**src/rtl/tde_pkg.sv**
```systemverilog
package tde_pkg;
    typedef enum logic [2:0] {
        ST_IDLE  = 3'd0,
        ST_FLAGS = 3'd1,
        ST_BUFA  = 3'd2,
        ST_DATA  = 3'd3,
        ST_EMIT  = 3'd4,
        ST_WBACK = 3'd5
    } tde_state_e;

    // flag bit positions inside the 16-bit descriptor flags half-word
    localparam int unsigned FLG_READY = 15;
    localparam int unsigned FLG_WRAP  = 13;
    localparam int unsigned FLG_LAST  = 11;
endpackage

```
**src/rtl/tde_cap_calc.sv**
```systemverilog
module tde_cap_calc #(
    parameter int unsigned LEN_W     = 16,
    parameter int unsigned CNT_W     = 11,
    parameter int unsigned MAX_FRAME = 2032
) (
    input  logic [LEN_W-1:0] len,
    input  logic [CNT_W-1:0] fcnt,
    output logic [LEN_W-1:0] take,
    output logic             cut
);
    localparam int unsigned SW = ((LEN_W > CNT_W) ? LEN_W : CNT_W) + 1;

    logic [SW-1:0] room;
    logic [SW-1:0] len_x;

    always_comb begin
        room  = SW'(MAX_FRAME) - SW'(fcnt);
        len_x = SW'(len);
        cut   = len_x > room;
        take  = cut ? LEN_W'(room) : len;
    end
endmodule

```
**src/rtl/tde_lane_pick.sv**
```systemverilog
module tde_lane_pick #(
    parameter int unsigned DW = 32
) (
    input  logic [DW-1:0]              word,
    input  logic [$clog2(DW/8)-1:0]    lane,
    output logic [7:0]                 byte_out
);
    localparam int unsigned LANES = DW / 8;

    logic [7:0] lanes [LANES];

    // lane 0 is the most significant byte of the word
    for (genvar g = 0; g < LANES; g++) begin : g_lane
        assign lanes[g] = word[DW-1-8*g -: 8];
    end

    assign byte_out = lanes[lane];
endmodule

```
**src/rtl/tde_ring_next.sv**
```systemverilog
module tde_ring_next #(
    parameter int unsigned AW   = 32,
    parameter int unsigned STEP = 8
) (
    input  logic [AW-1:0] cur,
    input  logic [AW-1:0] base,
    input  logic          wrap,
    output logic [AW-1:0] nxt
);
    assign nxt = wrap ? base : cur + AW'(STEP);
endmodule

```
**src/rtl/tx_desc_engine.sv**
```systemverilog
module tx_desc_engine #(
    parameter int unsigned AW        = 32,
    parameter int unsigned MAX_FRAME = 2032
) (
    input  logic          clk,
    input  logic          rst_n,
    input  logic          cfg_enable,
    input  logic          cfg_base_wr,
    input  logic [AW-1:0] cfg_base_data,
    input  logic          cfg_activate,
    output logic          mem_req,
    output logic          mem_we,
    output logic [AW-1:0] mem_addr,
    output logic [31:0]   mem_wdata,
    input  logic          mem_rsp,
    input  logic [31:0]   mem_rdata,
    output logic          tx_valid,
    output logic [7:0]    tx_data,
    output logic          tx_sof,
    output logic          tx_eof,
    output logic          ev_tx_buf,
    output logic          ev_tx_frame,
    output logic          ev_babble,
    output logic          walking
);
    import tde_pkg::*;

    localparam int unsigned DW         = 32;
    localparam int unsigned LEN_W      = DW / 2;
    localparam int unsigned LANE_W     = $clog2(DW / 8);
    localparam int unsigned CNT_W      = $clog2(MAX_FRAME + 1);
    localparam int unsigned DESC_BYTES = 8;
    localparam int unsigned WORD_BYTES = DW / 8;

    typedef struct packed {
        tde_state_e        st;
        logic [AW-1:0]     base;
        logic [AW-1:0]     ptr;
        logic [AW-1:0]     waddr;
        logic [LEN_W-1:0]  flags;
        logic [LEN_W-1:0]  len;
        logic [LEN_W-1:0]  left;
        logic [CNT_W-1:0]  fcnt;
        logic [LANE_W-1:0] lane;
        logic [DW-1:0]     word;
        logic              cut;
        logic              req;
        logic              we;
        logic [AW-1:0]     addr;
        logic [DW-1:0]     wdata;
        logic              tx_valid;
        logic [7:0]        tx_data;
        logic              sof;
        logic              eof;
        logic              ev_buf;
        logic              ev_frame;
        logic              ev_bab;
    } regs_t;

    regs_t q, d;

    logic [LEN_W-1:0] take_w;
    logic             cut_w;
    logic [7:0]       pick_w;
    logic [AW-1:0]    next_ptr_w;
    logic [AW-1:0]    base_new_w;
    logic [DW-1:0]    wb_word_w;
    logic             start_w;

    tde_cap_calc #(
        .LEN_W    (LEN_W),
        .CNT_W    (CNT_W),
        .MAX_FRAME(MAX_FRAME)
    ) u_cap (
        .len (mem_rdata[LEN_W-1:0]),
        .fcnt(q.fcnt),
        .take(take_w),
        .cut (cut_w)
    );

    tde_lane_pick #(.DW(DW)) u_pick (
        .word    (q.word),
        .lane    (q.lane),
        .byte_out(pick_w)
    );

    tde_ring_next #(.AW(AW), .STEP(DESC_BYTES)) u_next (
        .cur (q.ptr),
        .base(q.base),
        .wrap(q.flags[FLG_WRAP]),
        .nxt (next_ptr_w)
    );

    assign base_new_w = cfg_base_data & ~AW'(WORD_BYTES - 1);
    assign wb_word_w  = {q.flags & ~(LEN_W'(1) << FLG_READY), q.len};
    assign start_w    = cfg_activate && cfg_enable && (q.st == ST_IDLE);

    always_comb begin
        d          = q;
        d.tx_valid = 1'b0;
        d.sof      = 1'b0;
        d.eof      = 1'b0;
        d.ev_buf   = 1'b0;
        d.ev_frame = 1'b0;
        d.ev_bab   = 1'b0;

        if (cfg_base_wr) begin
            d.base = base_new_w;
            d.ptr  = base_new_w;
        end

        unique case (q.st)
            ST_IDLE: begin
                if (start_w) begin
                    d.st   = ST_FLAGS;
                    d.req  = 1'b1;
                    d.we   = 1'b0;
                    d.addr = cfg_base_wr ? base_new_w : q.ptr;
                end
            end
            ST_FLAGS: begin
                if (mem_rsp) begin
                    d.flags = mem_rdata[DW-1:LEN_W];
                    d.len   = mem_rdata[LEN_W-1:0];
                    if (!mem_rdata[LEN_W + FLG_READY]) begin
                        d.st  = ST_IDLE;
                        d.req = 1'b0;
                    end else begin
                        d.left = take_w;
                        d.cut  = cut_w;
                        d.st   = ST_BUFA;
                        d.addr = q.ptr + AW'(WORD_BYTES);
                    end
                end
            end
            ST_BUFA: begin
                if (mem_rsp) begin
                    d.waddr = AW'(mem_rdata) & ~AW'(WORD_BYTES - 1);
                    d.lane  = mem_rdata[LANE_W-1:0];
                    if (q.left == '0) begin
                        d.st    = ST_WBACK;
                        d.we    = 1'b1;
                        d.addr  = q.ptr;
                        d.wdata = wb_word_w;
                    end else begin
                        d.st   = ST_DATA;
                        d.addr = AW'(mem_rdata) & ~AW'(WORD_BYTES - 1);
                    end
                end
            end
            ST_DATA: begin
                if (mem_rsp) begin
                    d.word = mem_rdata;
                    d.req  = 1'b0;
                    d.st   = ST_EMIT;
                end
            end
            ST_EMIT: begin
                d.tx_valid = 1'b1;
                d.tx_data  = pick_w;
                d.sof      = (q.fcnt == '0);
                d.fcnt     = q.fcnt + CNT_W'(1);
                d.left     = q.left - LEN_W'(1);
                if (q.left == LEN_W'(1)) begin
                    d.st    = ST_WBACK;
                    d.req   = 1'b1;
                    d.we    = 1'b1;
                    d.addr  = q.ptr;
                    d.wdata = wb_word_w;
                end else if (q.lane == LANE_W'(WORD_BYTES - 1)) begin
                    d.lane  = '0;
                    d.waddr = q.waddr + AW'(WORD_BYTES);
                    d.st    = ST_DATA;
                    d.req   = 1'b1;
                    d.we    = 1'b0;
                    d.addr  = q.waddr + AW'(WORD_BYTES);
                end else begin
                    d.lane = q.lane + LANE_W'(1);
                end
            end
            ST_WBACK: begin
                if (mem_rsp) begin
                    d.ev_buf = 1'b1;
                    d.ev_bab = q.cut;
                    if (q.flags[FLG_LAST]) begin
                        d.ev_frame = 1'b1;
                        d.eof      = 1'b1;
                        d.fcnt     = '0;
                    end
                    d.ptr  = next_ptr_w;
                    d.st   = ST_FLAGS;
                    d.we   = 1'b0;
                    d.addr = next_ptr_w;
                end
            end
            default: begin
                d.st  = ST_IDLE;
                d.req = 1'b0;
            end
        endcase
    end

    always_ff @(posedge clk) begin
        if (!rst_n) begin
            q <= '0;
        end else begin
            q <= d;
        end
    end

    assign mem_req     = q.req;
    assign mem_we      = q.we;
    assign mem_addr    = q.addr;
    assign mem_wdata   = q.wdata;
    assign tx_valid    = q.tx_valid;
    assign tx_data     = q.tx_data;
    assign tx_sof      = q.sof;
    assign tx_eof      = q.eof;
    assign ev_tx_buf   = q.ev_buf;
    assign ev_tx_frame = q.ev_frame;
    assign ev_babble   = q.ev_bab;
    assign walking     = (q.st != ST_IDLE);


    req_hold_chk: assert property (@(posedge clk) disable iff (!rst_n)
        (mem_req && !mem_rsp) |=> (mem_req && $stable(mem_addr) && $stable(mem_we) && $stable(mem_wdata)));


    aligned_addr_chk: assert property (@(posedge clk) disable iff (!rst_n)
        mem_req |-> (mem_addr[1:0] == 2'b00));


    wb_ready_clear_chk: assert property (@(posedge clk) disable iff (!rst_n)
        (mem_req && mem_we) |-> !mem_wdata[LEN_W + FLG_READY]);


    no_overflow_chk: assert property (@(posedge clk) disable iff (!rst_n)
        q.fcnt <= CNT_W'(MAX_FRAME));


    sof_with_byte_chk: assert property (@(posedge clk) disable iff (!rst_n)
        tx_sof |-> tx_valid);


    eof_alone_chk: assert property (@(posedge clk) disable iff (!rst_n)
        tx_eof |-> (!tx_valid && ev_tx_buf));


    idle_quiet_chk: assert property (@(posedge clk) disable iff (!rst_n)
        !walking |-> !mem_req);
endmodule

```
**config.mk**
```make
export PLATFORM = sky130hd
export DESIGN_NAME = tx_desc_engine
export DESIGN_NICKNAME = d
export VERILOG_FILES = /design/src/rtl/tde_pkg.sv /design/src/rtl/tde_cap_calc.sv /design/src/rtl/tde_lane_pick.sv /design/src/rtl/tde_ring_next.sv /design/src/rtl/tx_desc_engine.sv
export SDC_FILE = /design/constraint.sdc
export NUM_CORES = 1
export LEC_CHECK = 0
export ABC_AREA = 1
export BUFFER_PORTS_ARGS = -buffer_cell sky130_fd_sc_hd__buf_2
export CORE_MARGIN = 2
export CORE_UTILIZATION = 50
export CTS_CLUSTER_SIZE = 10
export DETAILED_ROUTE_END_ITERATION = 12
export PLACE_DENSITY_LB_ADDON = 0.1
export SLEW_MARGIN = 0
export SYNTH_ARGS = -nofsm -noshare
export SYNTH_HDL_FRONTEND = slang
export SYNTH_SLANG_ARGS = --single-unit
```
**constraint.sdc**
```tcl
create_clock -name clk -period 3.69 [get_ports clk]
set_input_delay 1.107 -clock clk [delete_from_list [all_inputs] [get_ports clk]]
set_output_delay 1.107 -clock clk [all_outputs]
set_load 0.1 [all_outputs]
```
; Word level (Yosys, flattened, before mapping)
; Cells that the tools add are included.
[classes]
reduce_logical = 27
addsub = 7
n_eq_ne = 20
n_mux = 54
bitwise_logic = 2
order_cmp = 2
[ops]
columns = cell, count
row1 = $mux W32, 13
row2 = $pmux W32 S5, 1
row3 = $pmux W32 S2, 2
row4 = $mux W34, 3
row5 = $mux W65, 1
row6 = $add A32 B3 Y32 const B, 2
row7 = $mux W16, 3
row8 = $mux W33, 1
row9 = $add A32 B4 Y32 const B, 1
row10 = $pmux W16 S2, 1
row11 = $mux W3, 9
row12 = $ne A2 B2 Y1 const B, 12
row13 = $mux W11, 2
row14 = $pmux W11 S2, 1
row15 = $pmux W3 S6, 1
row16 = $reduce_and A6 Y1, 3
row17 = $gt A16 B17 Y1, 1
row18 = $bmux W8 S2, 1
row19 = $eq A16 B1 Y1 const B, 1
row20 = $logic_not A16 Y1, 1
row21 = $mux W8, 2
row22 = $sub A16 B1 Y16 const B, 1
row23 = $reduce_and A3 Y1, 5
row24 = $sub A11 B11 Y12 const A, 1
row25 = other kinds (27), 43
[word_totals]
output_inout_bits = 81
elab_cells = 133
regBits = 269

; Longest topological paths before layout
[depth]
depth_word = 6
mapped_depth = 23
mapped_depth_nobuf = 23

; Modules after synthesis
; Synthesis repeated with hierarchy kept, for this count alone.
[unflattened]
hier_cells = 2692
hier_area_um2 = 16716.0
[modules_own_cells]
columns = module, seq_area_each_um2, n_inst, cells_per_inst, area_per_inst_um2
row1 = tx_desc_engine, 5325.1, 1, 2157, 14144.8
row2 = tde_ring_next, 0.0, 1, 262, 1197.4
row3 = tde_cap_calc, 0.0, 1, 179, 978.4
row4 = tde_lane_pick, 0.0, 1, 94, 395.4

; Least setup slack after synthesis
; OpenSTA, ideal clock, no wires.
[synth_path]
kind = reg-to-reg
start = register q[115] (netlist bit)
end = register q[136] (netlist bit)
n_path_buf = 1
slack_ns = 1.047
setup_ns = 0.070
period_less_slack_ns = 2.643
arrival_time_ns = 2.574
path_stages_with_launch = 20
cell_sequence = dfxtp_1 inv_1 ha_1 nand2_1 nor2_1 inv_1 nand3_1 xor2_1 ha_1 nand2_1 nor2_1 nand3_1 nor2_1 nor2_1 nand2_1 nand2_1 buf_2 o21ai_0 nand2_1 a21oi_1
[synth_between]
elab_chain_cells = 6
[synth_lines]
columns = item, line_no
row1 = from (decl), tx_desc_engine.sv:60  ; regs_t q, d;
row2 = from (signal assigned), tx_desc_engine.sv:205  ; q <= '0;
row3 = from (signal assigned), tx_desc_engine.sv:207  ; q <= d;
row4 = $sub A11 B11 Y12 *, tde_cap_calc.sv:17  ; room = SW'(MAX_FRAME) - SW'(fcnt);
row5 = $gt A16 B17 Y1, tde_cap_calc.sv:19  ; cut = len_x > room;
row6 = $mux W16 *, tde_cap_calc.sv:20  ; take = cut ? LEN_W'(room) : len;
row7 = $mux W16 *, tx_desc_engine.sv:125  ; if (!mem_rdata[LEN_W + FLG_READY]) begin
row8 = $mux W16 *, tx_desc_engine.sv:122  ; if (mem_rsp) begin
row9 = $pmux W16 S2 *, tx_desc_engine.sv:112  ; unique case (q.st)
; Every way passes the cells marked *; elsewhere a longest branch is shown, timed or not. The select of a mux whose other input is x is not followed.
; A chain may end at the register's enable or synchronous reset.

; Worst setup path after layout
[layout_path]
start = register q[115] (netlist bit)
end = register q[132] (netlist bit)
; The elaborated chain is that of the path after synthesis.

==> reports/qor.txt <==
Status -> finished, final reports clean
Worst Setup End Kind -> flip-flop
Htree depth -> 1
Initial antenna violation count -> 0
CP required -> 4.20 ns
Leakage Power -> 7.26 nW
Met3 routed WL -> 4700 um
Ys async rst share -> 0%
Final hold vios -> 0
Diodes inserted -> 0
DPL Wire Length -> 40,300 um
Fin Setup TNS -> 0 ns
Cells after synthesis -> 2,485
Clock sinks -> 266
Clock skew -> 0.0134 ns
Top routing layer in use -> met4
Clk Latency, worst-skew pair -> 0.58 ns
WL met1 -> 25,700 um
Die width -> 182 um
Setup CP Type -> flip-flop to flip-flop
Switching portion of total power -> 52.7%
CTS Buffer Depth -> 3
Fmax -> 310 MHz
Worst relative slew slack -> 49.7%
Sequential-to-total area share from yosys stat -> 33.7%
Synth Flop Type -> dfxtp_1
Core ar. -> 0.0313 mm^2
Initial Utilization -> 50.5%
Post-synthesis simple-gate area fraction -> 30.1%
Post-synthesis cell type count -> 50
Post-DR vias/cell -> 5.67
Power Total -> 14.9 mW
Largest family of logic cells by synthesized area -> simple AND/OR/NAND/NOR gates
Synth area leaders -> dfxtp_1 34%, nand2_1 13%, a21oi_1 8.5%, o21ai_0 7.8%, nand3_1 6.6%
Boundary pin count -> 151
P_int -> 7.03 mW
Pre-Repair DR Iteration Count -> 6
DP Area -> 0.0164 mm^2
#FFs+latches synth -> 266
Sequential Power Share -> 26.4%
Post-synth EDFFs -> 0
Core Rows -> 65
DRT Wirelength -> 55,600 um
Vias in the first global route -> 14.8k
Clock share of power -> 19.1%
Met2 WL -> 23,700 um
Yosys top cell by area -> dfxtp_1
Synth top area share -> 33.7%
Post-DRT Antenna Nets -> 0
CTS Hold Bufs -> 0
Placed cell count -> 2,880
Switch Pwr -> 7.85 mW
CP Launch Type -> flip-flop
Mux share of post-synthesis cell area -> 0.0633%
Pin count of the biggest net entering global routing -> 152
Synth Area in Compound Gates -> 20.0%
Proportion of power drawn by combinational gates -> 54.5%
RSZ-0062 raised after global routing -> false
Tcrit/Tclk final -> 87.4%
CTS root buffer -> clkbuf_16
Final net count -> 2,606
DIE AREA -> 0.0331 mm^2
Slew Viols, Final -> 0
Port bufs -> 147
Post-synth top cells -> 539 x nand2_1, 278 x nor2_1, 270 x a21oi_1, 266 x dfxtp_1, 246 x o21ai_0
Worst-path fanout max -> 11
Cell Count, Final, Fillers Out -> 2,920
Post-route cell area -> 0.0172 mm^2
Vias -> 16.6k
Synth warn -> 0
CP arrival -> 3.74 ns
Worst-Margin Slew -> 0.752 ns
Synth Area in Adders -> 1.98%
Post-route minimum period -> 3.23 ns
Area Overhead vs Synth -> 9.03%
First-pass GRT wire length -> 85,700 um
Max VDD drop -> 0.000735 V
CTS tree -> built
Max cap viols -> 0
Routed len/inst -> 19.0 um
Final global-route overflow total -> 0
Post-CTS resize count -> 0
# setup viols final -> 0
Most common cell in the netlist -> nand2_1
Mapped Nets -> 2,580
Fraction of layout instances using a drive strength above 1 -> 11.2%
Worst-path clk slew -> 0.06 ns
Pwr dens -> 863 mW/mm^2
Xor/xnor share of the synthesized area -> 1.55%
Post CTS Setup Buffer Count -> 0
Starting DRT DRC Count -> 1,834
Syn Area/Cell -> 6.36 um^2
Final design utilization -> 55.1%
DRC viols -> 0
Synthesized cell area -> 0.0158 mm^2
Num CTS Buffers -> 31
Gr usage total -> 33.0%
RePlAce Congestion -> 0.964
Worst min path class -> flip-flop to flip-flop
Die height -> 182 um
==> worst max-delay path, stage by stage, from the launching register on <==
cell	delay (ns)
dfxtp_1	0.46
inv_1	0.13
ha_1	0.25
nand2_1	0.08
nor2_1	0.06
inv_1	0.10
nand3_1	0.08
xor2_1	0.19
ha_1	0.31
nand2_1	0.08
nor2_1	0.25
nand3_1	0.13
nor2_1	0.13
nor2_1	0.05
nand2_1	0.21
nand2_1	0.11
buf_4	0.18
o21ai_0	0.16
nand2_1	0.08
a21oi_1	0.14
==> cells in the final DEF, fill, tap and decap left out, types with 25 or more instances in the layout <==
| master | n |
|---|---|
| nand3_1 | 208 |
| nand2_1 | 539 |
| dfxtp_1 | 266 |
| ha_1 | 25 |
| o21ai_0 | 246 |
| clkbuf_16 | 31 |
| buf_4 | 42 |
| a21oi_1 | 270 |
| inv_1 | 231 |
| nor3_1 | 27 |
| buf_2 | 146 |
| nor2_1 | 278 |
==> power by group through the flow <==
| stage | clock [mW] | sequential, mW | combinational (mW) |
|---|---|---|---|
| global placement | 0 | 3.95 | 7.96 |
| finish | 2.84 | 3.92 | 8.12 |
| detailed placement | 0 | 3.97 | 8.05 |
| CTS | 2.88 | 3.91 | 8.06 |
| floorplan | 0 | 3.95 | 6.47 |
| global route | 2.97 | 3.99 | 8.80 |
==> worst paths after layout <==
kind	slack (ns)	to	depth (start not counted)	from
setup / recovery	0.46	q[132]	19	q[115]
hold / removal	0.44	mem_wdata[10]	2	mem_wdata[10]
setup reg to reg	0.46	q[132]	19	q[115]
hold reg to reg	0.44	mem_wdata[10]	2	mem_wdata[10]
==> area by class of cell <==
cell class / count / area [um^2]
fill: 3252 / 14100
multi-input combinational: 1776 / 8500
sequential: 266 / 5330
timing repair buffer: 191 / 1110
inverter: 245 / 921
clock buffer: 38 / 832
tap: 402 / 503
clock inverter: 2 / 50.0
==> registers in the layout, indices dropped and copies added, names as in the netlist <==
signal,cells
mem_req,1
tx_data,8
ev_babble,1
tx_sof,1
mem_addr,32
tx_valid,1
ev_tx_buf,1
mem_we,1
mem_wdata,31
ev_tx_frame,1
q,188
==> metrics by stage <==
| stage | hold WS (ns) | setup slack, ns |
|---|---|---|
| after floorplan | 0.422 | 1.05 |
| after global placement | 0.428 | 0.606 |
| after detailed placement | 0.435 | 0.527 |
| after CTS | 0.444 | 0.507 |
| after global routing | 0.459 | 0.139 |
| final | 0.440 | 0.464 |
==> metal layers <==
metal / global-route usage, % / vias to the layer above
met4: 8.75 / 0
met5: 0 / -
li1: - / 8117
met1: 48.5 / 7694
met3: 5.35 / 96
met2: 49.9 / 656
==> cells by family (layout without fill, tap and decap cells) <==
group           count (synthesis)  after routing
compound gates                596            596
xor+xnor                       28             28
fa+ha+maj                      25             25
buf+inv                       443            476
mux                             1              1
other cells                     1              1
flops                         266            266
simple gates                 1125           1125
Power figures use the tool's default switching activity.
